**src/rtl/cim_op_pkg.sv**
```systemverilog
package cim_op_pkg;

  localparam logic [6:0] CIM_OPCODE = 7'b1111110;

  typedef enum logic [1:0] {
    OP_CONV = 2'd0,
    OP_ARD  = 2'd1,
    OP_AWR  = 2'd2
  } cim_op_e;

  // Enables that leave the block toward the memories and the array.
  typedef struct packed {
    logic fmRd;
    logic fmWr;
    logic wtRd;
    logic wtWr;
    logic arrPush;
    logic arrEval;
    logic arrRd;
    logic arrWr;
  } cim_en_t;

  // Control handed to the datapath.
  typedef struct packed {
    logic capture;
    logic useHeld;
    logic arrFromSrc;
  } cim_dpctl_t;

  function automatic int maxOf3(input int a, input int b, input int c);
    int m;
    m = (a > b) ? a : b;
    return (m > c) ? m : c;
  endfunction

endpackage

```
**src/rtl/cim_op_ctrl.sv**
```systemverilog
module cim_op_ctrl
  import cim_op_pkg::*;
(
  input  logic       clk,
  input  logic       rstN,
  input  logic       instrValid,
  input  logic [6:0] opcodeIn,
  input  logic [2:0] funct3In,
  input  logic       stallIn,
  output cim_en_t    en,
  output cim_dpctl_t dpc,
  output logic       doneOut,
  output logic       illegalOut,
  output logic       busyOut
);

  logic    pendQ;
  cim_op_e heldOpQ;
  logic    cimHit;
  logic    f3Legal;
  logic    acceptNew;
  logic    fire;
  cim_op_e newOp;
  cim_op_e actOp;

  always_comb begin
    cimHit     = instrValid && !pendQ && (opcodeIn == CIM_OPCODE);
    f3Legal    = (funct3In[2] == 1'b0) && (funct3In[1:0] != 2'b11);
    acceptNew  = cimHit && f3Legal;
    illegalOut = cimHit && !f3Legal;
    newOp      = cim_op_e'(funct3In[1:0]);
    actOp      = pendQ ? heldOpQ : newOp;
    fire       = (pendQ || acceptNew) && !stallIn;

    en = '0;
    if (fire) begin
      case (actOp)
        OP_CONV: begin
          en.fmRd    = 1'b1;
          en.arrPush = 1'b1;
          en.arrEval = 1'b1;
          en.fmWr    = 1'b1;
        end
        OP_ARD: begin
          en.arrRd = 1'b1;
          en.wtWr  = 1'b1;
        end
        OP_AWR: begin
          en.wtRd  = 1'b1;
          en.arrWr = 1'b1;
        end
        default: ;
      endcase
    end

    doneOut        = fire;
    busyOut        = pendQ;
    dpc.capture    = acceptNew && stallIn;
    dpc.useHeld    = pendQ;
    dpc.arrFromSrc = (actOp == OP_ARD);
  end

  always_ff @(posedge clk or negedge rstN) begin
    if (!rstN) begin
      pendQ   <= 1'b0;
      heldOpQ <= OP_CONV;
    end else if (dpc.capture) begin
      pendQ   <= 1'b1;
      heldOpQ <= newOp;
    end else if (pendQ && !stallIn) begin
      pendQ <= 1'b0;
    end
  end

endmodule

```
**src/rtl/cim_op_dpath.sv**
```systemverilog
module cim_op_dpath
  import cim_op_pkg::*;
#(
  parameter int DW     = 32,
  parameter int FM_AW  = 8,
  parameter int WT_AW  = 8,
  parameter int ARR_AW = 8,
  localparam int AW    = maxOf3(FM_AW, WT_AW, ARR_AW)
) (
  input  logic              clk,
  input  logic              rstN,
  input  cim_dpctl_t        dpc,
  input  logic [6:0]        immSrcIn,
  input  logic [4:0]        immDstIn,
  input  logic [AW-1:0]     rs1Val,
  input  logic [AW-1:0]     rs2Val,
  input  logic [DW-1:0]     fmRdData,
  input  logic [DW-1:0]     wtRdData,
  input  logic [DW-1:0]     arrResult,
  input  logic [DW-1:0]     arrRdData,
  output logic [FM_AW-1:0]  fmRdAddr,
  output logic [FM_AW-1:0]  fmWrAddr,
  output logic [DW-1:0]     fmWrData,
  output logic [WT_AW-1:0]  wtRdAddr,
  output logic [WT_AW-1:0]  wtWrAddr,
  output logic [DW-1:0]     wtWrData,
  output logic [DW-1:0]     arrInData,
  output logic [ARR_AW-1:0] arrAddr,
  output logic [DW-1:0]     arrWrData
);

  logic [AW-1:0] srcSum;
  logic [AW-1:0] dstSum;
  logic [AW-1:0] srcQ;
  logic [AW-1:0] dstQ;
  logic [AW-1:0] srcAddr;
  logic [AW-1:0] dstAddr;

  // Sums are kept at the widest address; truncation per port gives the wrap.
  always_comb begin
    srcSum  = rs1Val + AW'($signed(immSrcIn));
    dstSum  = rs2Val + AW'($signed(immDstIn));
    srcAddr = dpc.useHeld ? srcQ : srcSum;
    dstAddr = dpc.useHeld ? dstQ : dstSum;
  end

  always_ff @(posedge clk or negedge rstN) begin
    if (!rstN) begin
      srcQ <= '0;
      dstQ <= '0;
    end else if (dpc.capture) begin
      srcQ <= srcSum;
      dstQ <= dstSum;
    end
  end

  always_comb begin
    fmRdAddr  = srcAddr[FM_AW-1:0];
    fmWrAddr  = dstAddr[FM_AW-1:0];
    wtRdAddr  = srcAddr[WT_AW-1:0];
    wtWrAddr  = dstAddr[WT_AW-1:0];
    arrAddr   = dpc.arrFromSrc ? srcAddr[ARR_AW-1:0] : dstAddr[ARR_AW-1:0];
    arrInData = fmRdData;
    fmWrData  = arrResult;
    wtWrData  = arrRdData;
    arrWrData = wtRdData;
  end

endmodule

```
**src/rtl/cim_op_unit.sv**
```systemverilog
module cim_op_unit
  import cim_op_pkg::*;
#(
  parameter int DW     = 32,
  parameter int FM_AW  = 8,
  parameter int WT_AW  = 8,
  parameter int ARR_AW = 8,
  localparam int AW    = maxOf3(FM_AW, WT_AW, ARR_AW)
) (
  input  logic              clk,
  input  logic              rstN,
  input  logic              instrValid,
  input  logic [6:0]        opcodeIn,
  input  logic [2:0]        funct3In,
  input  logic [6:0]        immSrcIn,
  input  logic [4:0]        immDstIn,
  input  logic [AW-1:0]     rs1Val,
  input  logic [AW-1:0]     rs2Val,
  input  logic              stallIn,
  output logic              doneOut,
  output logic              illegalOut,
  output logic              busyOut,
  output logic              fmRdEn,
  output logic [FM_AW-1:0]  fmRdAddr,
  input  logic [DW-1:0]     fmRdData,
  output logic              fmWrEn,
  output logic [FM_AW-1:0]  fmWrAddr,
  output logic [DW-1:0]     fmWrData,
  output logic              wtRdEn,
  output logic [WT_AW-1:0]  wtRdAddr,
  input  logic [DW-1:0]     wtRdData,
  output logic              wtWrEn,
  output logic [WT_AW-1:0]  wtWrAddr,
  output logic [DW-1:0]     wtWrData,
  output logic              arrPushEn,
  output logic [DW-1:0]     arrInData,
  output logic              arrEvalEn,
  input  logic [DW-1:0]     arrResult,
  output logic              arrRdEn,
  output logic              arrWrEn,
  output logic [ARR_AW-1:0] arrAddr,
  input  logic [DW-1:0]     arrRdData,
  output logic [DW-1:0]     arrWrData
);

  cim_en_t    en;
  cim_dpctl_t dpc;

  cim_op_ctrl u_ctrl (
    .clk        (clk),
    .rstN       (rstN),
    .instrValid (instrValid),
    .opcodeIn   (opcodeIn),
    .funct3In   (funct3In),
    .stallIn    (stallIn),
    .en         (en),
    .dpc        (dpc),
    .doneOut    (doneOut),
    .illegalOut (illegalOut),
    .busyOut    (busyOut)
  );

  cim_op_dpath #(
    .DW     (DW),
    .FM_AW  (FM_AW),
    .WT_AW  (WT_AW),
    .ARR_AW (ARR_AW)
  ) u_dpath (
    .clk       (clk),
    .rstN      (rstN),
    .dpc       (dpc),
    .immSrcIn  (immSrcIn),
    .immDstIn  (immDstIn),
    .rs1Val    (rs1Val),
    .rs2Val    (rs2Val),
    .fmRdData  (fmRdData),
    .wtRdData  (wtRdData),
    .arrResult (arrResult),
    .arrRdData (arrRdData),
    .fmRdAddr  (fmRdAddr),
    .fmWrAddr  (fmWrAddr),
    .fmWrData  (fmWrData),
    .wtRdAddr  (wtRdAddr),
    .wtWrAddr  (wtWrAddr),
    .wtWrData  (wtWrData),
    .arrInData (arrInData),
    .arrAddr   (arrAddr),
    .arrWrData (arrWrData)
  );

  assign fmRdEn    = en.fmRd;
  assign fmWrEn    = en.fmWr;
  assign wtRdEn    = en.wtRd;
  assign wtWrEn    = en.wtWr;
  assign arrPushEn = en.arrPush;
  assign arrEvalEn = en.arrEval;
  assign arrRdEn   = en.arrRd;
  assign arrWrEn   = en.arrWr;

endmodule

```
**config.mk**
```make
export PLATFORM = sky130hd
export DESIGN_NAME = cim_op_unit
export DESIGN_NICKNAME = d
export VERILOG_FILES = /design/src/rtl/cim_op_pkg.sv /design/src/rtl/cim_op_ctrl.sv /design/src/rtl/cim_op_dpath.sv /design/src/rtl/cim_op_unit.sv
export SDC_FILE = /design/constraint.sdc
export NUM_CORES = 1
export LEC_CHECK = 0
export BUFFER_PORTS_ARGS = -buffer_cell sky130_fd_sc_hd__buf_4
export CORE_AREA = 2 2 135 137
export DETAILED_ROUTE_END_ITERATION = 6
export DIE_AREA = 0 0 137 139
export SETUP_SLACK_MARGIN = 0.05
export SLEW_MARGIN = 40
export SYNTH_ARGS = -nofsm -noshare
export SYNTH_HDL_FRONTEND = slang
export SYNTH_SLANG_ARGS = --single-unit
```
**constraint.sdc**
```tcl
create_clock -name clk -period 2.5 [get_ports clk]
set_input_delay 0.25 -clock clk [delete_from_list [all_inputs] [get_ports clk]]
set_output_delay 0.25 -clock clk [all_outputs]
set_load 0.02 [all_outputs]
```
# ---- Word-level counts from Yosys, hierarchy flattened
# Index checks and enable logic that the tools add are counted.
dict set report totals {
  regBits 19
  in_bits 170
  output_inout_bits 179
  elab_cells 35
}
dict set report classes {
  n_addsub 2
  n_eq_ne 4
  mux 10
  n_bitwise 1
  reduce_logical 14
}
# operator n
set ops {}
lappend ops {{8-bit two-way mux} 4}
lappend ops {{8-bit adder} 2}
lappend ops {{1-bit logical AND} 8}
lappend ops {{7-bit == test, second input constant} 1}
lappend ops {{1-bit two-way mux} 4}
lappend ops {{2-bit two-way mux} 2}
lappend ops {{1-bit zero test} 3}
lappend ops {{2-bit by 1-bit == test with 1-bit output, second input constant} 1}
lappend ops {{2-bit == test, second input constant} 1}
lappend ops {{2-bit zero test} 1}
lappend ops {{2-bit != test, second input constant} 1}
lappend ops {{2-bit nonzero test} 1}
lappend ops {{1-bit logical OR} 1}
lappend ops {{1-bit inverter} 1}

# ---- Depth between registers and ports, before layout
dict set report depth {
  ltp_word 7
  ltp_mapped 10
  ltp_nobuf 9
}

# ---- Cells and area by module
# From an unflattened synthesis, not the netlist that was laid out.
dict set report hier_totals {
  hier_cells 355
  area_unflattened_um2 2959.1
}
# mod n_inst cells_each area_per_inst_um2 seq_area_each_um2
set by_module_without_submodules {}
lappend by_module_without_submodules {cim_op_dpath 1 319 2657.5 400.4}
lappend by_module_without_submodules {cim_op_ctrl 1 36 301.5 75.1}

# ---- Worst setup path after synthesis
# OpenSTA, ideal clock, no wires.
dict set report synth_timing {
  kind {input port to output port}
  start {in immDstIn[0]}
  end {out wtWrAddr[6]}
  arrival_ns 2.233
  required_time_ns 2.250
  slack_ns 0.017
  stages 10
  path_buffers 1
  path_cell_list {ha_1 -> inv_1 -> fa_1 -> nor2b_1 -> o21ai_0 -> a21oi_1 -> nor2_1 -> xor2_1 -> o21ai_0 -> buf_4}
}
dict set report synth_between {
  elab_chain_cells 2
}
# item line
set synth_rtl {}
lappend synth_rtl {{from (decl)} cim_op_unit.sv:16} ;# input logic [4:0] immDstIn,
lappend synth_rtl {{8-bit adder} cim_op_dpath.sv:42} ;# dstSum = rs2Val + AW'($signed(immDstIn));
lappend synth_rtl {{8-bit two-way mux} cim_op_dpath.sv:44} ;# dstAddr = dpc.useHeld ? dstQ : dstSum;
lappend synth_rtl {{to (decl)} cim_op_unit.sv:33} ;# output logic [WT_AW-1:0] wtWrAddr,
# No other way between the ends.

# ---- Worst setup path after layout
dict set report layout_timing {
  start {in immDstIn[0]}
  end {out arrAddr[4]}
}
dict set report layout_between {
  elab_chain_cells 3
}
# item line
set layout_rtl {}
lappend layout_rtl {{8-bit adder} cim_op_dpath.sv:42}
lappend layout_rtl {{8-bit two-way mux} cim_op_dpath.sv:44}
lappend layout_rtl {{8-bit two-way mux} cim_op_dpath.sv:62} ;# arrAddr = dpc.arrFromSrc ? srcAddr[ARR_AW-1:0] : dstAddr[ARR_AW-1:0];
lappend layout_rtl {{to (decl)} cim_op_unit.sv:41} ;# output logic [ARR_AW-1:0] arrAddr,
# No other way between the ends.

==> results.md <==
* Final worst-path setup slack at 0.161 ns
* Mapped Cells at 355
* Number of flops mapped to enable cells by yosys at 0
* Routed vias/inst at 3.62
* R2R Setup Slk at 0.97 ns
* Post-synthesis sequential area ratio at 16.6%
* Layout Nets at 506
* Worst EP arrival at 2.09 ns
* Largest net degree at the start of global routing at 32
* Ranking of synthesized cells by area: buf_4 (39%), dfrtp_1 (17%), ha_1 (6.1%)
* GPL Wtd Cong at 0.734
* Clock period minus worst slack at 2.34 ns
* Synth warnings at 0
* DIE WIDTH at 137 um
* Initial Util at 16.2%
* First drt pass iteration count at 4
* Startpoint Class: primary input
* Die Area at 19000 um2
* Worst-path clk slew at 0.06 ns
* DR iter-0 viols at 46
* IO Pins at 349
* Max clock buf depth at 2
* Slew at the pin with the worst max-slew slack at 0.369 ns
* Leakage power at 1.39 nW
* CP endpoint kind: output pin
* Final Hold Fails at 0
* Crit Path Max Fanout at 3
* Critical Path RT at 2.25 ns
* Die height at 139 um
* CTS root buf: clkbuf_16
* Fin crit share at 93.6%
* Post-Syn Nets at 541
* CTS Sinks at 19
* Via count at 1985
* Detailed-placement wirelength estimate at 7.07 mm
* Std-Cell Rows at 49
* Core Area at 17700 um2
* Cell Count Post-Placement at 541
* Global-route wire length before repair at 11.7 mm
* Area growth syn-to-layout at 7.02%
* Crit path kind: primary input to output pin
* GRT Overall Usage at 8.37%
* ANT cells at 0
* Core Util, Final at 17.4%
* Status: finished, final reports clean
* Non-filler cells, final at 548
* Avg Cell Area, Syn at 8.08 um2
* CTS Buf Count at 3
* Max Clk Rate at 428 MHz
* Final setup skew at 0.00300 ns
* CTS HTree Levels at 1
* Max-cap check violation count at 0
* VDD IR-drop max at 0.200 mV
* Commonest register cell after synthesis: dfrtp_1
* Later-pin clock latency in the skew report at 0.25 ns
* Finished Cell Area at 3070 um2
* RSZ-0062 raised after global routing: false
* Dpl ws at -0.0917 ns
* Ys async rst share at 100%
* PwrDens at 480 nW/um2
* Layout cells sized above 1 at 52.7%
* Vias in the first global route at 1886
* IO Port Bufs at 92
* Final antenna-violating net count at 0
* Synth unique cells at 35
* CTS tree: built
* Congestion Overflow GR at 0
* Drt drc at 0
* Initial antenna violation count at 0
* Mapped Area at 2870 um2
* Hold_ws at 0.266 ns
* Total wire length at 8.49 mm
* Avg WL per Cell at 15.5 um
* Top-area cell type share of the netlist area at 39.0%
* Max-Slew Margin vs Limit at 75.1%
* Synth area leader: buf_4
* Placed cell area at 2860 um2
* Synth Register Bits at 19
* Final setup viols at 0
* Hold Crit Class: primary input to flop
* Slew Limit Fails at 0
## state kept, by name, indices dropped and copies added, names as in the netlist
| register | count |
|---|---|
| u_ctrl.busyOut | 1 |
| u_ctrl.heldOpQ | 2 |
| u_dpath.dstQ | 8 |
| u_dpath.srcQ | 8 |
## routing by layer
layer / up-vias / global-route usage (%) / share of wire (%)
met2: 119 / 12.3 / 44
met3: 68 / 3.76 / 12
met5: - / 0 / 0
met1: 850 / 9.40 / 37
met4: 0 / 6.24 / 7.1
li1: 948 / - / -
## kinds of logic after synthesis
group	share of synthesized area, %
buffers and inverters	41.6
and+or+nand+nor	11.2
AOI/OAI and AO/OA	11.2
muxes	8.64
DFF	16.6
adders and majority gates	7.50
xor gates and xnor gates	3.36
## cell usage in the layout, fill, tap and decap left out, types with 5 or more instances in the layout
cell type | synthesis | final
buf_4 | 149 | 116
nand2_1 | 31 | 31
dfrtp_1 | 19 | 19
nor2_1 | 16 | 16
o21ai_1 | 12 | 15
mux2_2 | 14 | 13
o21ai_0 | 18 | 12
inv_1 | 9 | 9
ha_1 | 14 | 9
a21oi_1 | 12 | 7
mux2_4 | 6 | 7
xor2_1 | 7 | 6
a21oi_2 | 0 | 5
## report_power, final
group,leakage [nW],switching (mW),internal [mW]
sequential,0.264,0.00476,0.315
combinational,1.08,0.429,0.380
clock,0.0382,0.126,0.217
## timing repair
item / 4_1_cts / 5_1_grt
setup endpoints to repair: 10 / 16
pin swaps: 2 / 10
endpoints found under the hold margin: 19 / 0
setup buffers: 0 / 2
hold buffers: 1 / 0
gates resized for setup: 6 / 22
## critical path, stage by stage
cell and delay [ns]:
buf_4 0.08, ha_2 0.18, inv_1 0.06, fa_2 0.35
nor2b_1 0.13, o21ai_1 0.10, nand2b_1 0.13, xnor2_2 0.13
o21ai_1 0.09, buf_4 0.17, mux2_2 0.26, buf_4 0.15
## metrics by stage
stage / TNS, ns / power (mW)
6_report: 0 / 1.47
2_1_floorplan: 0 / 1.07
5_1_grt: 0 / 1.57
3_5_place_dp: -0.246 / 1.11
4_1_cts: 0 / 1.46
3_3_place_gp: -0.181 / 1.10
## cell usage after synthesis (all sizes together) (2+ instances only)
library cell  count
a21oi            12
a311oi            5
buf             151
clkbuf            6
dfrtp            19
fa                2
ha               14
inv              10
mux2             20
nand2            31
nand2b            4
nor2             17
nor2b             7
nor3              4
o21a              2
o21ai            30
or2               2
xnor2             4
xor2              7
## worst paths after layout
check,from,end,cells past startpoint
max,immDstIn[0],arrAddr[4],12
min reg2reg,u_dpath.srcQ[5],u_dpath.srcQ[5],2
min,funct3In[1],u_ctrl.heldOpQ[1],2
max reg2reg,u_ctrl.busyOut,u_dpath.dstQ[0],5
min in group asynchronous,rstN,u_dpath.dstQ[0],2
max in group asynchronous,rstN,u_dpath.dstQ[2],2
## cell type report
cell class / count / area [um2]
fill: 2013 / 14600
clock buffer: 4 / 78.8
timing repair buffer: 117 / 881
tap: 229 / 287
multi-input combinational: 169 / 1310
sequential: 19 / 475
inverter: 10 / 37.5
Power figures use the tool's default switching activity.
